### config.mk
export PLATFORM = sky130hd
export DESIGN_NAME = bldc_comm_seq
export DESIGN_NICKNAME = d
export VERILOG_FILES = /design/src/rtl/bldc_seq_pkg.sv /design/src/rtl/bldc_leg.sv /design/src/rtl/bldc_gate_drv.sv /design/src/rtl/bldc_phase_map.sv /design/src/rtl/bldc_step_ctrl.sv /design/src/rtl/bldc_comm_seq.sv
export SDC_FILE = /design/constraint.sdc
export NUM_CORES = 1
export LEC_CHECK = 0
export BUFFER_PORTS_ARGS = -buffer_cell sky130_fd_sc_hd__buf_2
export CELL_PAD_IN_SITES_DETAIL_PLACEMENT = 0
export CELL_PAD_IN_SITES_GLOBAL_PLACEMENT = 1
export CORE_MARGIN = 4
export CORE_UTILIZATION = 35
export CTS_BUF_LIST = sky130_fd_sc_hd__clkbuf_4 sky130_fd_sc_hd__clkbuf_8
export CTS_CLUSTER_SIZE = 28
export DETAILED_ROUTE_END_ITERATION = 8
export PLACE_DENSITY = 0.65
export SLEW_MARGIN = 0
export SYNTH_ARGS = -nofsm -noshare
export SYNTH_HDL_FRONTEND = slang
export SYNTH_SLANG_ARGS = --single-unit
### constraint.sdc
create_clock -name clk -period 2.9 [get_ports clk]
set_input_delay 0.145 -clock clk [delete_from_list [all_inputs] [get_ports clk]]
set_output_delay 0.145 -clock clk [all_outputs]
set_load 0.02 [all_outputs]
### src/rtl/bldc_seq_pkg.sv
package bldc_seq_pkg;

  localparam int unsigned NPH = 3;
  localparam logic [2:0]  LAST_STEP = 3'd5;

  typedef enum logic [1:0] {
    SQ_PSAVE = 2'd0,
    SQ_START = 2'd1,
    SQ_RUN   = 2'd2
  } seq_state_e;

  // phase index that sources current in a given step
  function automatic logic [1:0] src_phase(input logic [2:0] step);
    return step[2:1];
  endfunction

  // phase index that sinks current in a given step
  function automatic logic [1:0] snk_phase(input logic [2:0] step);
    logic [1:0] ph;
    case (step)
      3'd0:       ph = 2'd1;
      3'd1, 3'd2: ph = 2'd2;
      3'd3, 3'd4: ph = 2'd0;
      default:    ph = 2'd1;
    endcase
    return ph;
  endfunction

endpackage

### src/rtl/bldc_leg.sv
// One half-bridge: registered enables with a dead cycle on every side change.
module bldc_leg (
  input  logic clk,
  input  logic rst_n,
  input  logic want_hi_i,
  input  logic want_lo_i,
  output logic hs_o,
  output logic ls_o
);

  logic hs_d, ls_d;

  always_comb begin
    hs_d = want_hi_i & ~ls_o;
    ls_d = want_lo_i & ~hs_o;
  end

  always_ff @(posedge clk or negedge rst_n) begin
    if (!rst_n) begin
      hs_o <= 1'b0;
      ls_o <= 1'b0;
    end else begin
      hs_o <= hs_d;
      ls_o <= ls_d;
    end
  end

endmodule

### src/rtl/bldc_gate_drv.sv
// PWM gating, synchronous rectification and current-limit cutoff.
module bldc_gate_drv
  import bldc_seq_pkg::*;
(
  input  logic           clk,
  input  logic           rst_n,
  input  logic           pwm_i,
  input  logic           ilim_i,
  input  logic [NPH-1:0] src_oh_i,
  input  logic [NPH-1:0] snk_oh_i,
  output logic [NPH-1:0] hs_o,
  output logic [NPH-1:0] ls_o
);

  logic pwm_q, cut_q;
  logic pwm_rise, cut_d, drive_on;

  always_comb begin
    pwm_rise = pwm_i & ~pwm_q;
    cut_d    = ilim_i | (cut_q & ~pwm_rise);
    drive_on = pwm_i & ~cut_d;
  end

  always_ff @(posedge clk or negedge rst_n) begin
    if (!rst_n) begin
      pwm_q <= 1'b0;
      cut_q <= 1'b0;
    end else begin
      pwm_q <= pwm_i;
      cut_q <= cut_d;
    end
  end

  for (genvar p = 0; p < NPH; p++) begin : g_leg
    bldc_leg u_leg (
      .clk       (clk),
      .rst_n     (rst_n),
      .want_hi_i (src_oh_i[p] & drive_on),
      .want_lo_i (snk_oh_i[p] | (src_oh_i[p] & ~drive_on)),
      .hs_o      (hs_o[p]),
      .ls_o      (ls_o[p])
    );
  end

endmodule

### src/rtl/bldc_phase_map.sv
// Decodes step and state into source, sink and floating phase masks.
module bldc_phase_map
  import bldc_seq_pkg::*;
(
  input  seq_state_e     st_i,
  input  logic [2:0]     step_i,
  output logic [NPH-1:0] src_oh_o,
  output logic [NPH-1:0] snk_oh_o,
  output logic [NPH-1:0] flt_oh_o
);

  logic       active;
  logic [1:0] src_ix, snk_ix;

  always_comb begin
    active = (st_i != SQ_PSAVE);
    src_ix = src_phase(step_i);
    snk_ix = snk_phase(step_i);
  end

  for (genvar p = 0; p < NPH; p++) begin : g_ph
    always_comb begin
      src_oh_o[p] = active && (src_ix == 2'(p));
      snk_oh_o[p] = active && (snk_ix == 2'(p));
      flt_oh_o[p] = (src_ix != 2'(p)) && (snk_ix != 2'(p));
    end
  end

endmodule

### src/rtl/bldc_step_ctrl.sv
// State machine: power-save, open-loop startup, back-EMF run.
module bldc_step_ctrl
  import bldc_seq_pkg::*;
#(
  parameter int unsigned START_ZC = 6,
  parameter int unsigned STOP_CYC = 50000,
  parameter int unsigned PER_W    = 16
) (
  input  logic           clk,
  input  logic           rst_n,
  input  logic           dir_i,
  input  logic           pwm_i,
  input  logic           tick_i,
  input  logic [NPH-1:0] zc_i,
  input  logic [NPH-1:0] flt_oh_i,
  output seq_state_e     st_o,
  output logic [2:0]     step_o
);

  localparam int unsigned GOOD_W = $clog2(START_ZC + 1);
  localparam int unsigned IDLE_W = $clog2(STOP_CYC + 1);
  localparam logic [GOOD_W-1:0] GOOD_LAST = GOOD_W'(START_ZC - 1);
  localparam logic [IDLE_W-1:0] IDLE_LIM  = IDLE_W'(STOP_CYC);
  localparam logic [PER_W-1:0]  PER_MAX   = '1;

  seq_state_e        st_q, st_d;
  logic [2:0]        step_q, step_d, step_adv;
  logic [GOOD_W-1:0] good_q, good_d;
  logic [IDLE_W-1:0] idle_q, idle_d;
  logic [PER_W-1:0]  per_q, per_d, perq_q, perq_d, dly_q, dly_d;
  logic              dact_q, dact_d;
  logic              zc_hit, zc_bad, zc_val, stop_hit, comm;

  always_comb begin
    zc_hit   = |(zc_i & flt_oh_i);
    zc_bad   = |(zc_i & ~flt_oh_i);
    zc_val   = zc_hit & ~zc_bad;
    stop_hit = (idle_q == IDLE_LIM);
    if (dir_i) step_adv = (step_q == LAST_STEP) ? 3'd0 : step_q + 3'd1;
    else       step_adv = (step_q == 3'd0) ? LAST_STEP : step_q - 3'd1;
  end

  always_comb begin
    st_d   = st_q;
    step_d = step_q;
    good_d = good_q;
    perq_d = perq_q;
    dly_d  = dly_q;
    dact_d = dact_q;
    per_d  = (per_q == PER_MAX) ? per_q : per_q + 1'b1;
    if (pwm_i || zc_val) idle_d = '0;
    else if (stop_hit)   idle_d = idle_q;
    else                 idle_d = idle_q + 1'b1;
    comm = 1'b0;

    unique case (st_q)
      SQ_PSAVE: begin
        if (pwm_i) begin
          st_d   = SQ_START;
          good_d = '0;
          dact_d = 1'b0;
          per_d  = '0;
        end
      end
      SQ_START: begin
        if (stop_hit) begin
          st_d = SQ_PSAVE;
        end else begin
          if (zc_bad)      good_d = '0;
          else if (zc_val) good_d = good_q + 1'b1;
          if (zc_val && (good_q == GOOD_LAST)) begin
            st_d   = SQ_RUN;
            good_d = '0;
            dact_d = 1'b1;
            dly_d  = perq_q >> 1;
          end else if (tick_i) begin
            comm = 1'b1;
          end
        end
      end
      SQ_RUN: begin
        if (stop_hit) begin
          st_d = SQ_PSAVE;
        end else if (dact_q) begin
          if (dly_q == '0) begin
            comm   = 1'b1;
            dact_d = 1'b0;
          end else begin
            dly_d = dly_q - 1'b1;
          end
        end else if (zc_val) begin
          dact_d = 1'b1;
          dly_d  = perq_q >> 1;
        end
      end
      default: st_d = SQ_PSAVE;
    endcase

    if (comm) begin
      step_d = step_adv;
      perq_d = per_q;
      per_d  = '0;
    end
  end

  always_ff @(posedge clk or negedge rst_n) begin
    if (!rst_n) begin
      st_q   <= SQ_PSAVE;
      step_q <= 3'd0;
      good_q <= '0;
      idle_q <= '0;
      per_q  <= '0;
      perq_q <= '0;
      dly_q  <= '0;
      dact_q <= 1'b0;
    end else begin
      st_q   <= st_d;
      step_q <= step_d;
      good_q <= good_d;
      idle_q <= idle_d;
      per_q  <= per_d;
      perq_q <= perq_d;
      dly_q  <= dly_d;
      dact_q <= dact_d;
    end
  end

  assign st_o   = st_q;
  assign step_o = step_q;

endmodule

### src/rtl/bldc_comm_seq.sv
module bldc_comm_seq
  import bldc_seq_pkg::*;
#(
  parameter int unsigned START_ZC = 6,
  parameter int unsigned STOP_CYC = 50000,
  parameter int unsigned PER_W    = 16
) (
  input  logic       clk,
  input  logic       rst_n,
  input  logic       dir_i,
  input  logic       pwm_i,
  input  logic       start_tick_i,
  input  logic [2:0] zc_i,
  input  logic       ilim_i,
  output logic [2:0] hs_o,
  output logic [2:0] ls_o
);

  seq_state_e     st;
  logic [2:0]     step;
  logic [NPH-1:0] src_oh, snk_oh, flt_oh;

  bldc_step_ctrl #(
    .START_ZC (START_ZC),
    .STOP_CYC (STOP_CYC),
    .PER_W    (PER_W)
  ) u_ctrl (
    .clk      (clk),
    .rst_n    (rst_n),
    .dir_i    (dir_i),
    .pwm_i    (pwm_i),
    .tick_i   (start_tick_i),
    .zc_i     (zc_i),
    .flt_oh_i (flt_oh),
    .st_o     (st),
    .step_o   (step)
  );

  bldc_phase_map u_map (
    .st_i     (st),
    .step_i   (step),
    .src_oh_o (src_oh),
    .snk_oh_o (snk_oh),
    .flt_oh_o (flt_oh)
  );

  bldc_gate_drv u_drv (
    .clk      (clk),
    .rst_n    (rst_n),
    .pwm_i    (pwm_i),
    .ilim_i   (ilim_i),
    .src_oh_i (src_oh),
    .snk_oh_i (snk_oh),
    .hs_o     (hs_o),
    .ls_o     (ls_o)
  );

endmodule

# Yosys cells after proc, flatten, opt, wreduce, memory -nomap -nowiden
# Cells that the tools add are included.
op_classes:
  addsub: 6
  n_eq_ne: 28
  muxes: 43
  bitwise: 34
  reduce_logical: 30
op_table:
  columns: ["op", "n"]
  rows:
  - ["16-bit 2-to-1 mux", 12]
  - ["16-bit by 1-bit adder with 16-bit output, second input constant", 2]
  - ["16-bit equality test, second input constant", 2]
  - ["16-bit case mux with 2 select lines", 1]
  - ["3-bit 2-to-1 mux", 8]
  - ["1-bit bitwise AND", 16]
  - ["16-bit logical NOT", 1]
  - ["16-bit by 1-bit subtractor with 16-bit output, second input constant", 1]
  - ["1-bit 2-to-1 mux", 13]
  - ["2-bit inequality test, second input constant", 6]
  - ["1-bit NOT", 11]
  - ["1-bit logical AND", 10]
  - ["2-bit nonzero test", 5]
  - ["3-bit equality test, second input constant", 3]
  - ["2-bit 2-to-1 mux", 4]
  - ["2-bit by 1-bit inequality test with 1-bit output, second input constant", 4]
  - ["3-bit by 1-bit adder with 3-bit output, second input constant", 2]
  - ["3-bit bitwise AND", 2]
  - ["2-bit by 1-bit equality test with 1-bit output, second input constant", 3]
  - ["2-bit equality test, second input constant", 3]
  - ["3-bit by 2-bit equality test with 1-bit output, second input constant", 2]
  - ["2-bit logical NOT", 3]
  - ["3-bit by 1-bit inequality test with 1-bit output, second input constant", 2]
  - ["2-bit case mux with 3 select lines", 1]
  - ["other kinds (19)", 24]
word_totals:
  ff_bits: 81
  input_bits: 9
  out_inout_bits: 6

# Depth between registers and ports, before layout
# Gate-level depths: netlist (run 1).
logic_depth:
  ltp_word: 15
  mapped_depth: 11

# Modules after synthesis
# Synthesis (run 1) repeated with hierarchy kept, for this count alone.
unflattened:
  hier_cells: 449
  hier_area_um2: 4516.8
by_module_without_submodules:
  columns: ["module", "instances", "cells_per_inst", "area_each_um2", "seq_area_each_um2"]
  rows:
  - ["bldc_step_ctrl", 1, 404, 4018.9, 1801.7]
  - ["bldc_leg", 3, 4, 77.6, 50.0]
  - ["bldc_phase_map", 1, 20, 138.9, 0.0]
  - ["bldc_gate_drv", 1, 13, 126.4, 50.0]

# Least setup slack after synthesis (run 1)
# OpenSTA, ideal clock, no wires.
synth_timing:
  path_type: "register to register"
  from: "reg u_ctrl.step_q[0] (netlist: u_ctrl.step_o[0])"
  to: "reg u_ctrl.perq_q[10]"
  setup_ns: 0.125
  t_arrival_ns: 2.247
  setup_slack_ns: 0.528
  stages_incl_launch_ff: 9
  period_less_slack_ns: 2.372
  path_cell_list: "dfrtp_1 -> buf_6 -> nor4b_2 -> nor4_1 -> o32a_1 -> o211a_1 -> o211ai_2 -> buf_2 -> mux2_2"
synth_via:
  elab_chain_cells: 14
  word_cells_on_any_way: 24
  classes_between: "6 x eq/ne; 4 x mux; 5 x bitwise; 9 x reduce/logical"
synth_lines:
  columns: ["item", "line", "text"]
  rows:
  - ["start, declared", "bldc_step_ctrl.sv:27", "logic [2:0] step_q, step_d, step_adv;"]
  - ["start signal, assigned", "bldc_step_ctrl.sv:118", "step_q <= step_d;"]
  - ["3-bit by 2-bit equality test with 1-bit output, or another cell as far along", "bldc_seq_pkg.sv:20", "case (step)"]
  - ["2-bit OR reduction", "bldc_seq_pkg.sv:20", null]
  - ["2-bit case mux with 2 select lines (*)", "bldc_seq_pkg.sv:20", null]
  - ["2-bit by 1-bit inequality test with 1-bit output, or another cell as far along", "bldc_phase_map.sv:25", "flt_oh_o[p] = (src_ix != 2'(p)) && (snk_ix != 2'(p));"]
  - ["1-bit logical AND", "bldc_phase_map.sv:25", null]
  - ["3-bit NOT", "bldc_step_ctrl.sv:36", "zc_bad = |(zc_i & ~flt_oh_i);"]
  - ["3-bit bitwise AND", "bldc_step_ctrl.sv:36", null]
  - ["3-bit OR reduction", "bldc_step_ctrl.sv:36", null]
  - ["1-bit NOT", "bldc_step_ctrl.sv:37", "zc_val = zc_hit & ~zc_bad;"]
  - ["1-bit bitwise AND (*)", "bldc_step_ctrl.sv:37", null]
  - ["1-bit logical AND (*)", "bldc_step_ctrl.sv:71", "if (zc_val && (good_q == GOOD_LAST)) begin"]
  - ["1-bit 2-to-1 mux (*)", "bldc_step_ctrl.sv:71", null]
  - ["1-bit 2-to-1 mux (*)", "bldc_step_ctrl.sv:66", "if (stop_hit) begin"]
  - ["1-bit case mux with 2 select lines (*)", "bldc_step_ctrl.sv:56", "unique case (st_q)"]
  - ["end signal, assigned", "bldc_step_ctrl.sv:122", "perq_q <= perq_d;"]
  - ["end, declared", "bldc_step_ctrl.sv:30", "logic [PER_W-1:0] per_q, per_d, perq_q, perq_d, dly_q, dly_d;"]
# Every way passes the cells marked *; elsewhere a longest branch is shown, timed or not.
# A chain may end at the register's enable or synchronous reset.

# Worst setup path in the final report (run 1)
layout_timing:
  from: "reg u_ctrl.dly_q[10]"
  to: "reg u_ctrl.dly_q[4]"
layout_via:
  elab_chain_cells: 3
layout_lines:
  columns: ["item", "line", "text"]
  rows:
  - ["start, declared", "bldc_step_ctrl.sv:30", null]
  - ["start signal, assigned", "bldc_step_ctrl.sv:123", "dly_q <= dly_d;"]
  - ["16-bit logical NOT", "bldc_step_ctrl.sv:85", "if (dly_q == '0) begin"]
  - ["3-bit inequality test (no source line)", null, null]
  - ["6-bit AND reduction (no source line)", null, null]
# No other way between the ends.

==> results of run 1 <==
-- power groups by stage --
| stage | Combinational, uW | Clock (uW) | Sequential (uW) |
|---|---|---|---|
| after CTS | 1620 | 972 | 1600 |
| after detailed placement | 1610 | 0 | 1620 |
| after global placement | 1570 | 0 | 1610 |
| after global routing | 1820 | 1020 | 1650 |
| final | 1610 | 931 | 1600 |
| after floorplan | 1290 | 0 | 1540 |
-- layer usage --
metal	vias up	track usage, %
li1	1681	-
met1	1545	18.5
met2	40	20.1
met3	10	4.43
met4	0	3.65
met5	-	0
-- through the flow --
stage | std cells | setup WS, ns | hold WS, ns | power, uW | instance area [um2]
after floorplan | 470 | 0.528 | -0.151 | 2830 | 4360
after global placement | 636 | 0.398 | 0.337 | 3190 | 4590
after detailed placement | 636 | 0.319 | 0.348 | 3220 | 4590
after CTS | 655 | 0.303 | 0.171 | 4190 | 4840
after global routing | 655 | 0.0755 | 0.203 | 4480 | 4840
final | 655 | 0.303 | 0.199 | 4140 | 4840
-- synthesized netlist by cell type, types with 4 or more instances --
master     n
dfrtp_1   80
nor2_1    76
nand2_1   33
a21oi_1   26
o21ai_0   24
inv_1     18
nand3_1   17
mux2_2    14
xnor2_1   14
xor2_1    14
clkbuf_1  13
nor3_1    12
ha_1      10
buf_2      8
nand4_1    8
a31oi_1    7
nand2b_1   7
nor4_1     7
buf_4      6
mux2i_1    6
o22a_1     5
nor3b_1    4
-- final cells by class --
cell class / instances / area (um2) / area share (%)
clock inverters: 5 / 81.3 / 1.68
repair buffers: 29 / 193 / 3.98
clock buffers: 11 / 139 / 2.87
multi-input cells: 344 / 2140 / 44.3
well taps: 168 / 210 / 4.35
flip-flops and latches: 80 / 2000 / 41.4
inverters: 18 / 67.6 / 1.40
-- worst min path at each step --
stage | to | slack [ns] | cells past startpoint
floorplan | u_ctrl.dact_q | -0.15 | 0
global placement | u_drv.cut_q | 0.34 | 3
global route | u_ctrl.step_o[2] | 0.20 | 4
finish | u_ctrl.step_o[2] | 0.20 | 4
CTS | u_ctrl.step_o[2] | 0.17 | 4
detailed placement | u_drv.cut_q | 0.35 | 3
-- registers in the layout, indices dropped and copies added (netlist names) --
register,cells
u_ctrl.dact_q,1
u_ctrl.good_q,3
u_ctrl.step_o,3
u_drv.g_leg.u_leg.hs_o,3
u_ctrl.idle_q,16
u_ctrl.per_q,16
u_drv.cut_q,1
u_ctrl.st_o,2
u_drv.g_leg.u_leg.ls_o,3
u_ctrl.dly_q,16
u_ctrl.perq_q,15
u_drv.pwm_q,1
-- layout by cell type (no fill, tap or decap), drive strengths merged, types with 17 or more instances in the layout --
master	n
nand2	33
o21ai	24
nand3	17
nor2	76
buf	26
a21oi	26
dfrtp	80
inv	18
-- tightest hold or removal path, cell delays in order --
cell and delay, ns:
buf_2 0.14, a21oi_1 0.08, o221ai_1 0.06, a211o_1 0.10
-- cell families (layout without fill, tap and decap cells) --
| logic type | count (synthesis) | after routing |
|---|---|---|
| AND/OR/NAND/NOR | 193 | 193 |
| adder cells (fa/ha/maj) | 10 | 10 |
| flip-flops | 80 | 80 |
| XOR/XNOR | 28 | 28 |
| AO/OA/AOI/OAI | 93 | 93 |
| multiplexers | 20 | 20 |
| buffers and inverters | 46 | 63 |
==> results_dict.tcl, run 1 <==
set metrics [dict create \
    endpoint_kind "flop" \
    synth-simple-area-share_pct 22.0 \
    drive_above_1_share_pct 13.1 \
    power_frac_seq_pct 38.7 \
    clock_power_share_pct 22.5 \
    gr-total-overflow 0 \
    synth_top_cell_by_area "dfrtp_1" \
    fillers 1239 \
    startpoint_type "flop" \
    power_density_nw_per_um2 856 \
    clock_skew_ns 0.0110 \
    slew_headroom_pct 32.3 \
    cts_setup_buffers 0 \
    synth_fa_ha_area_share_pct 2.87 \
    clockRootBuffer "clkbuf_8" \
    p_int_uw 2530 \
    r2r_cells 8 \
    wl_met3_um 298 \
    place.gp.congestion 0.801 \
    dr.pass1.iters 6 \
    async_reset_ff_share_pct 100 \
    clock_latency_ns 0.37 \
    via_per_inst 5.00 \
    wl_met1_um 4560 \
    crit_family "simple AND/OR/NAND/NOR gates" \
    clock_path_buffers 2 \
    min_path_type "primary input to flop" \
    postLayoutCoreUtil_pct 39.9 \
    drcViolationCount 0 \
    antenna_cells 0 \
    synthesis.area_um2 4360 \
    final_hold_viol_count 0 \
    antenna_left 0 \
    die_w_um 120 \
    drv_cap 0 \
    rsz0062_at_grt "no" \
    r2r_end "u_ctrl.dly_q[4]" \
    crit_type "flop to flop" \
    muxShareOfSynthArea_pct 5.00 \
    core_area_um2 12100 \
    grt_pass1_wl_um 15500 \
    portBuffers 14 \
    avgRoutedWirePerCell_um 13.7 \
    cts_sinks 80 \
    dp_hpwl_um 6160 \
    p_sw_share_pct 38.8 \
    synth_area_leaders "dfrtp_1 (46%), nor2_1 (6.5%), mux2_2 (3.6%), a21oi_1 (3.0%), ha_1 (2.9%)" \
    finalCritPeriodShare_pct 89.6 \
    rrSetupSlack_ns 0.30 \
    synth_edf_count 0 \
    tns_ns 0 \
    drv_slew 0 \
    grt_max_degree 81 \
    regToRegStartpoint "u_ctrl.dly_q[10]" \
    grt_pass1_vias 3161 \
    ys_ff_latch 80 \
    syn-instance-count 470 \
    slowest_delay_ns 0.59 \
    syn_nets 489 \
    dr_wl_met2_um 4020 \
    outcome "finished clean" \
    path_cells "or4_1 > or3_1 > nor2_1 > or2_2 > a311o_1 > buf_4 > a21oi_1 > o22a_1" \
    synth_top_area_share_pct 45.9 \
    io_pins 15 \
    path_max_fanout 28 \
    cts_tree "built" \
    nets 501 \
    wl_um 8980 \
    drt_iter0_markers 255 \
    period_minus_slack_ns 2.60 \
    vdd_drop_max_mv 0.277 \
    initial_core_util_pct 36.0 \
    row_count 40 \
    seq_area_frac_synth_pct 45.9 \
    arrival_ns 2.86 \
    clk_pin_slew_ns 0.09 \
    worstSetupEndpoint "u_ctrl.dly_q[4]" \
    worstMarginPinSlew_ns 1.02 \
    fmax_ghz 0.385 \
    cts_inserted_buffers 9 \
    htreeDepth 3 \
    grtUsageTotal_pct 13.4 \
    synth_warnings 0 \
    cp.depth 8 \
    synth_top_family_by_area "simple AND/OR/NAND/NOR gates" \
    fp.dieH_um 120 \
    synth_xor_area_share_pct 5.63 \
    ys_types 57 \
    hold_buffers 3 \
    p_leak_uw 0.00210 \
    p_switching_uw 1610 \
    crit_required_ns 3.16 \
    synthFlopType "dfrtp_1" \
    combPwrFrac_pct 38.8 \
    worst-path-buf-inv 1 \
    synth_area_per_cell_um2 9.27 \
    syn_to_final_growth_pct 11.0 \
    dieArea_um2 14300 \
    worstHoldStart "dir_i" \
    cts_resized 0 \
    top_layer "met4" \
    synth_compound_area_share_pct 13.7 \
    crit_slowest_cell "or4_1" \
    num_vias 3276 \
    crit_path_start "u_ctrl.dly_q[10]" \
    antenna_found_initial 0 \
    setup_viol 0 \
]
Power figures use the tool's default switching activity.
==> run 2, diff against run 1 <==
--- a/config.mk
+++ b/config.mk
@@ -14,6 +14,7 @@
 export CTS_CLUSTER_SIZE = 28
 export DETAILED_ROUTE_END_ITERATION = 8
 export PLACE_DENSITY = 0.65
+export SETUP_SLACK_MARGIN = 0.05
 export SLEW_MARGIN = 0
 export SYNTH_ARGS = -nofsm -noshare
 export SYNTH_HDL_FRONTEND = slang
==> constraint.sdc (replaced) <==
create_clock -name clk -period 3 [get_ports clk]
set_input_delay 0.15 -clock clk [delete_from_list [all_inputs] [get_ports clk]]
set_output_delay 0.15 -clock clk [all_outputs]
set_load 0.02 [all_outputs]
==> run 2 against run 1 <==
  * The flow now finishes with violations (negative hold slack)
  * Hold slack worse by 0.24 ns
  * Power decreased by 3.2%
  * Die area did not move
  * Clock skew is 0.0035 ns higher
  * Utilization did not move
  * Register-to-register slack better by 0.04 ns
  * Sequential power decreased by 3%
  * Setup slack better by 0.038 ns
  * Sequential share of layout area did not move
  * First-iteration DRC count fell by 5.9%
  * Wire length is essentially flat
  * Critical path depth did not move
  * Critical endpoint is now u_ctrl.dly_q[10]
  * Largest power group is now registers
==> results_dict.tcl, run 2 (synthesized netlist as in run 1, its figures left out) <==
set metrics [dict create \
    outcome "finished, violations left" \
    violations "negative hold slack" \
    p_leak_uw 0.00210 \
    setup_viol 0 \
    clock_latency_ns 0.36 \
    cts_inserted_buffers 9 \
    slowest_delay_ns 0.61 \
    globalRoute.busiestLayer "met2" \
    worstMarginPinSlew_ns 1.01 \
    period_minus_slack_ns 2.66 \
    crit_slowest_cell "or4_1" \
    clk_pin_slew_ns 0.08 \
    antenna_cells 0 \
    rsz0062_at_grt "no" \
    path_max_fanout 28 \
    drv_cap 0 \
    portBuffers 14 \
    clock_skew_ns 0.0145 \
    nets 498 \
    crit_family "simple AND/OR/NAND/NOR gates" \
    layout_common_cells "dfrtp_1 (80), nor2_1 (76), nand2_1 (32)" \
    crit_path_start "u_ctrl.dly_q[10]" \
    grt_pass1_vias 3226 \
    worst-path-buf-inv 1 \
    regToRegStartpoint "u_ctrl.dly_q[10]" \
    wl_um 8980 \
    final_cells 652 \
    grtUsageTotal_pct 13.4 \
    crit_required_ns 3.25 \
    reg_top3 "u_ctrl.dly_q: 16 flops, u_ctrl.idle_q: 16 flops, u_ctrl.per_q: 16 flops" \
    drv_slew 0 \
    clock_path_buffers 2 \
    final_hold_viol_count 63 \
    path_cells "or4_1 > or3_1 > nor2_1 > or2_2 > a311o_1 > buf_4 > a21oi_1 > o22a_1" \
    layout_commonest_cell "dfrtp_1" \
    io_pins 15 \
    slew_headroom_pct 32.7 \
    initial_core_util_pct 36.0 \
    num_vias 3343 \
    cts_sinks 80 \
    endpoint_kind "flop" \
    min_path_type "primary input to async pin" \
    fin_hold_ws_ns -0.0437 \
    drcViolationCount 0 \
    grt_max_degree 81 \
    cts_tree "built" \
    fillers 1245 \
    dieArea_um2 14300 \
    core_area_um2 12100 \
    syn_to_final_growth_pct 11.0 \
    finalCritPeriodShare_pct 88.6 \
    startpoint_type "flop" \
    fmax_ghz 0.376 \
    met3_usage_pct 2.26 \
    via_per_inst 5.13 \
    drt_iter0_markers 240 \
    clockRootBuffer "clkbuf_8" \
    grtUsageMet1_pct 19.3 \
    vdd_drop_max_mv 0.218 \
    arrival_ns 2.91 \
    crit_type "flop to flop" \
    avgRoutedWirePerCell_um 13.8 \
    drive_above_1_share_pct 13.0 \
    place_inst 634 \
    power_density_nw_per_um2 829 \
    cts_setup_buffers 0 \
    antenna_left 0 \
    htreeDepth 3 \
    grt.met2_usage_pct 20.1 \
    dr.pass1.iters 4 \
    place.gp.congestion 0.808 \
    antenna_found_initial 0 \
    tns_ns 0 \
    grt_pass1_wl_um 15700 \
    gr-total-overflow 0 \
    fp.dieH_um 120 \
    row_count 40 \
    dp_hpwl_um 6180 \
    die_w_um 120 \
]
-- run 2: repair_timing --
| action | CTS | global route |
|---|---|---|
| hold buffers | 2 | 0 |
| setup endpoints to repair | 0 | 2 |
| resized for setup | 0 | 1 |
| hold endpoints to repair | 2 | 0 |
-- run 2: worst register-to-register path, cell delays in order (launching register included) --
cell	delay, ns
dfrtp_1	0.46
or4_1	0.61
or3_1	0.37
nor2_1	0.19
or2_2	0.14
a311o_1	0.20
buf_4	0.31
a21oi_1	0.08
o22a_1	0.18
-- run 2: stage by stage --
step | util [%] | area (um2) | power, uW | setup WS, ns | hold slack (ns)
floorplan | - | 4360 | 2740 | 0.628 | -0.146
global placement | 37.8 | 4580 | 3080 | 0.339 | 0.345
detailed placement | 37.8 | 4580 | 3120 | 0.249 | 0.353
CTS | 39.9 | 4830 | 4050 | 0.190 | 0.0103
global route | 39.9 | 4840 | 4340 | 0.149 | 0.0609
finish | 39.9 | 4840 | 4010 | 0.341 | -0.0437
-- run 2: where the power goes --
part | internal, uW | total (uW) | switching (uW)
Clock | 513 | 916 | 403
Combinational | 636 | 1540 | 904
Sequential | 1320 | 1550 | 235
Total | 2470 | 4010 | 1540
-- run 2: final cells by class --
cell class | count | area [um2] | share of cell area [%]
clock buffers | 11 | 151 | 3.13
flip-flops and latches | 80 | 2000 | 41.4
inverters | 18 | 67.6 | 1.40
repair buffers | 26 | 180 | 3.73
multi-input cells | 344 | 2150 | 44.4
well taps | 168 | 210 | 4.35
clock inverters | 5 | 78.8 | 1.63
-- run 2: path summary, 6_finish.rpt --
| kind | to | slack [ns] | cells after the start |
|---|---|---|---|
| setup / recovery | u_ctrl.dly_q[10] | 0.34 | 8 |
| hold / removal | u_drv.g_leg[1].u_leg.hs_o | -0.04 | 1 |
| setup reg to reg | u_ctrl.dly_q[10] | 0.34 | 8 |
| hold reg to reg | u_drv.g_leg[2].u_leg.ls_o | 0.42 | 1 |
| max in group asynchronous | u_ctrl.idle_q[5] | 2.38 | 1 |
| min in group clk | u_ctrl.step_o[2] | 0.23 | 4 |
-- run 2: layer usage --
metal | vias to the layer above | wire length (um)
met2 | 44 | 3920
met1 | 1617 | 4650
met4 | 0 | 163
met5 | - | 0
li1 | 1671 | -
met3 | 11 | 254
==> run 3, diff against run 2 <==
--- a/config.mk
+++ b/config.mk
@@ -6,14 +6,12 @@
 export NUM_CORES = 1
 export LEC_CHECK = 0
 export BUFFER_PORTS_ARGS = -buffer_cell sky130_fd_sc_hd__buf_2
-export CELL_PAD_IN_SITES_DETAIL_PLACEMENT = 0
-export CELL_PAD_IN_SITES_GLOBAL_PLACEMENT = 1
 export CORE_MARGIN = 4
 export CORE_UTILIZATION = 35
 export CTS_BUF_LIST = sky130_fd_sc_hd__clkbuf_4 sky130_fd_sc_hd__clkbuf_8
 export CTS_CLUSTER_SIZE = 28
 export DETAILED_ROUTE_END_ITERATION = 8
-export PLACE_DENSITY = 0.65
+export PLACE_DENSITY = 0.54
 export SETUP_SLACK_MARGIN = 0.05
 export SLEW_MARGIN = 0
 export SYNTH_ARGS = -nofsm -noshare
==> run 3 against run 2 <==
  * The flow now finishes without violations
  * Power decreased by 2.1%
  * Cell count increased by 0.15%
  * Critical path depth unchanged
  * Combinational power about the same
  * Setup slack got worse by 0.014 ns
  * Hold slack improved by 0.25 ns
  * Clock-buffer cell count unchanged
  * Clock power decreased by 8.2%
  * Global-route usage decreased by 0.52 points
  * Sequential cell count unchanged
  * Wire length decreased by 2.5%
  * Sequential power about the same
  * Largest cell class unchanged
  * Largest power group unchanged
  * Highest routed layer unchanged
==> results_dict.tcl, run 3 (synthesized netlist as in run 1, its figures left out) <==
set metrics [dict create \
    outcome "finished clean" \
    antenna_cells 0 \
    fillers 1256 \
    p_sw_share_pct 39.6 \
    slowest_delay_ns 0.50 \
    cts_inserted_buffers 9 \
    via_per_inst 5.10 \
    final_cells 653 \
    crit_required_ns 3.25 \
    setup_viol 0 \
    power_frac_seq_pct 40.2 \
    multi_input_area_um2 2140 \
    crit_type "flop to flop" \
    grt_pass1_wl_um 15300 \
    htreeDepth 3 \
    path_max_fanout 28 \
    rrSetupSlack_ns 0.33 \
    gr-total-overflow 0 \
    finalCritPeriodShare_pct 89.1 \
    combPwrFrac_pct 38.4 \
    crit_path_start "u_ctrl.step_o[2]" \
    layout_common_cells "dfrtp_1 (79), nor2_1 (76), nand2_1 (33)" \
    grtUsageTotal_pct 12.9 \
    regToRegStartpoint "u_ctrl.step_o[2]" \
    startpoint_type "flop" \
    avgRoutedWirePerCell_um 13.4 \
    dr.pass1.iters 5 \
    p_switching_uw 1550 \
    clock_power_share_pct 21.4 \
    num_vias 3330 \
    layout_commonest_cell "dfrtp_1" \
    p_int_uw 2370 \
    drive_above_1_share_pct 13.0 \
    core_area_um2 12100 \
    vdd_drop_max_mv 0.240 \
    grt_pass1_vias 3279 \
    nets 499 \
    power_density_nw_per_um2 816 \
    seqCellArea_um2 2000 \
    io_pins 15 \
    crit_slowest_cell "dfrtp_1" \
    antenna_found_initial 0 \
    wl_um 8760 \
    place.gp.congestion 0.786 \
    fmax_ghz 0.374 \
    path_cells "nor4b_2 > nor4_1 > o32a_1 > o21a_1 > a311o_1 > buf_4 > o21bai_1 > o2bb2ai_1" \
    dieArea_um2 14300 \
    initial_core_util_pct 36.0 \
    p_leak_uw 0.00208 \
    fp.dieH_um 120 \
    final_hold_viol_count 0 \
    syn_to_final_growth_pct 10.4 \
    min_path_type "primary input to flop" \
    clk_pin_slew_ns 0.08 \
    row_count 40 \
    clock_path_buffers 2 \
    drv_cap 0 \
    die_w_um 120 \
    cts_sinks 80 \
    worstHoldStart "dir_i" \
    clockRootBuffer "clkbuf_8" \
    arrival_ns 2.92 \
    grt_max_degree 81 \
    dp_hpwl_um 6070 \
    drcViolationCount 0 \
    slew_headroom_pct 31.9 \
    clock_skew_ns 0.00988 \
    drt_iter0_markers 251 \
    place_ws_ns 0.286 \
    endpoint_kind "flop" \
    reg_top3 "u_ctrl.dly_q: 16 flops, u_ctrl.idle_q: 16 flops, u_ctrl.per_q: 16 flops" \
    period_minus_slack_ns 2.67 \
    antenna_left 0 \
    cts_tree "built" \
    clock_latency_ns 0.36 \
    place_inst 634 \
    rsz0062_at_grt "no" \
    worstMarginPinSlew_ns 1.02 \
    drv_slew 0 \
    tns_ns 0 \
    portBuffers 14 \
    setup_ws_ns 0.327 \
]
-- run 3: path summary, 6_finish.rpt --
check / to / depth (start not counted)
worst max-delay path: u_ctrl.dly_q[9] / 8
worst min-delay path: u_ctrl.step_o[1] / 3
worst max register to register: u_ctrl.dly_q[9] / 8
worst min register to register: u_drv.g_leg[0].u_leg.ls_o / 1
max in group asynchronous: u_ctrl.step_o[0] / 2
min in group asynchronous: u_ctrl.step_o[1] / 2
-- run 3: per-stage QoR --
stage / utilization [%] / hold slack [ns] / cell area (um2) / power, uW
after floorplan: - / -0.146 / 4360 / 2740
after global placement: 37.7 / 0.350 / 4570 / 3050
after detailed placement: 37.7 / 0.352 / 4570 / 3090
after CTS: 39.7 / 0.194 / 4810 / 3960
after global routing: 39.7 / 0.203 / 4810 / 4250
final: 39.7 / 0.206 / 4810 / 3920
-- run 3: metal layers --
layer | GRT usage [%] | share of wire (%) | vias up
met2 | 20.7 | 46 | 46
li1 | - | - | 1673
met4 | 4.87 | 1.4 | 0
met1 | 17.4 | 49 | 1602
met3 | 2.36 | 3.1 | 9
met5 | 0 | 0 | -
-- run 3: cell type report --
type / count / area share [%]
Timing Repair Buffer: 27 / 3.69
Sequential cell: 80 / 41.6
Tap cell: 168 / 4.37
Inverter: 18 / 1.40
Multi-Input combinational cell: 344 / 44.6
Clock buffer: 11 / 3.02
Clock inverter: 5 / 1.33
-- run 3: repair_timing --
item                                   CTS  global route
resized for setup                        0             1
setup endpoints to repair                0             1
hold buffers                             3             0
endpoints found under the hold margin    3             0
setup buffers                            0             0
-- run 3: power groups by stage --
| stage | logic (uW) | clock network (uW) | registers, uW |
|---|---|---|---|
| after floorplan | 1250 | 0 | 1490 |
| after global placement | 1470 | 0 | 1580 |
| after detailed placement | 1500 | 0 | 1590 |
| after CTS | 1510 | 877 | 1570 |
| after global routing | 1710 | 920 | 1620 |
| final | 1510 | 841 | 1580 |
-- run 3: worst max-delay path, delay by kind of cell, from the launching register on --
kind	cells	cell delay, ns
buffers and inverters	1	0.25
AOI/OAI and AO/OA	5	1.42
DFF	1	0.50
and+or+nand+nor	2	0.39
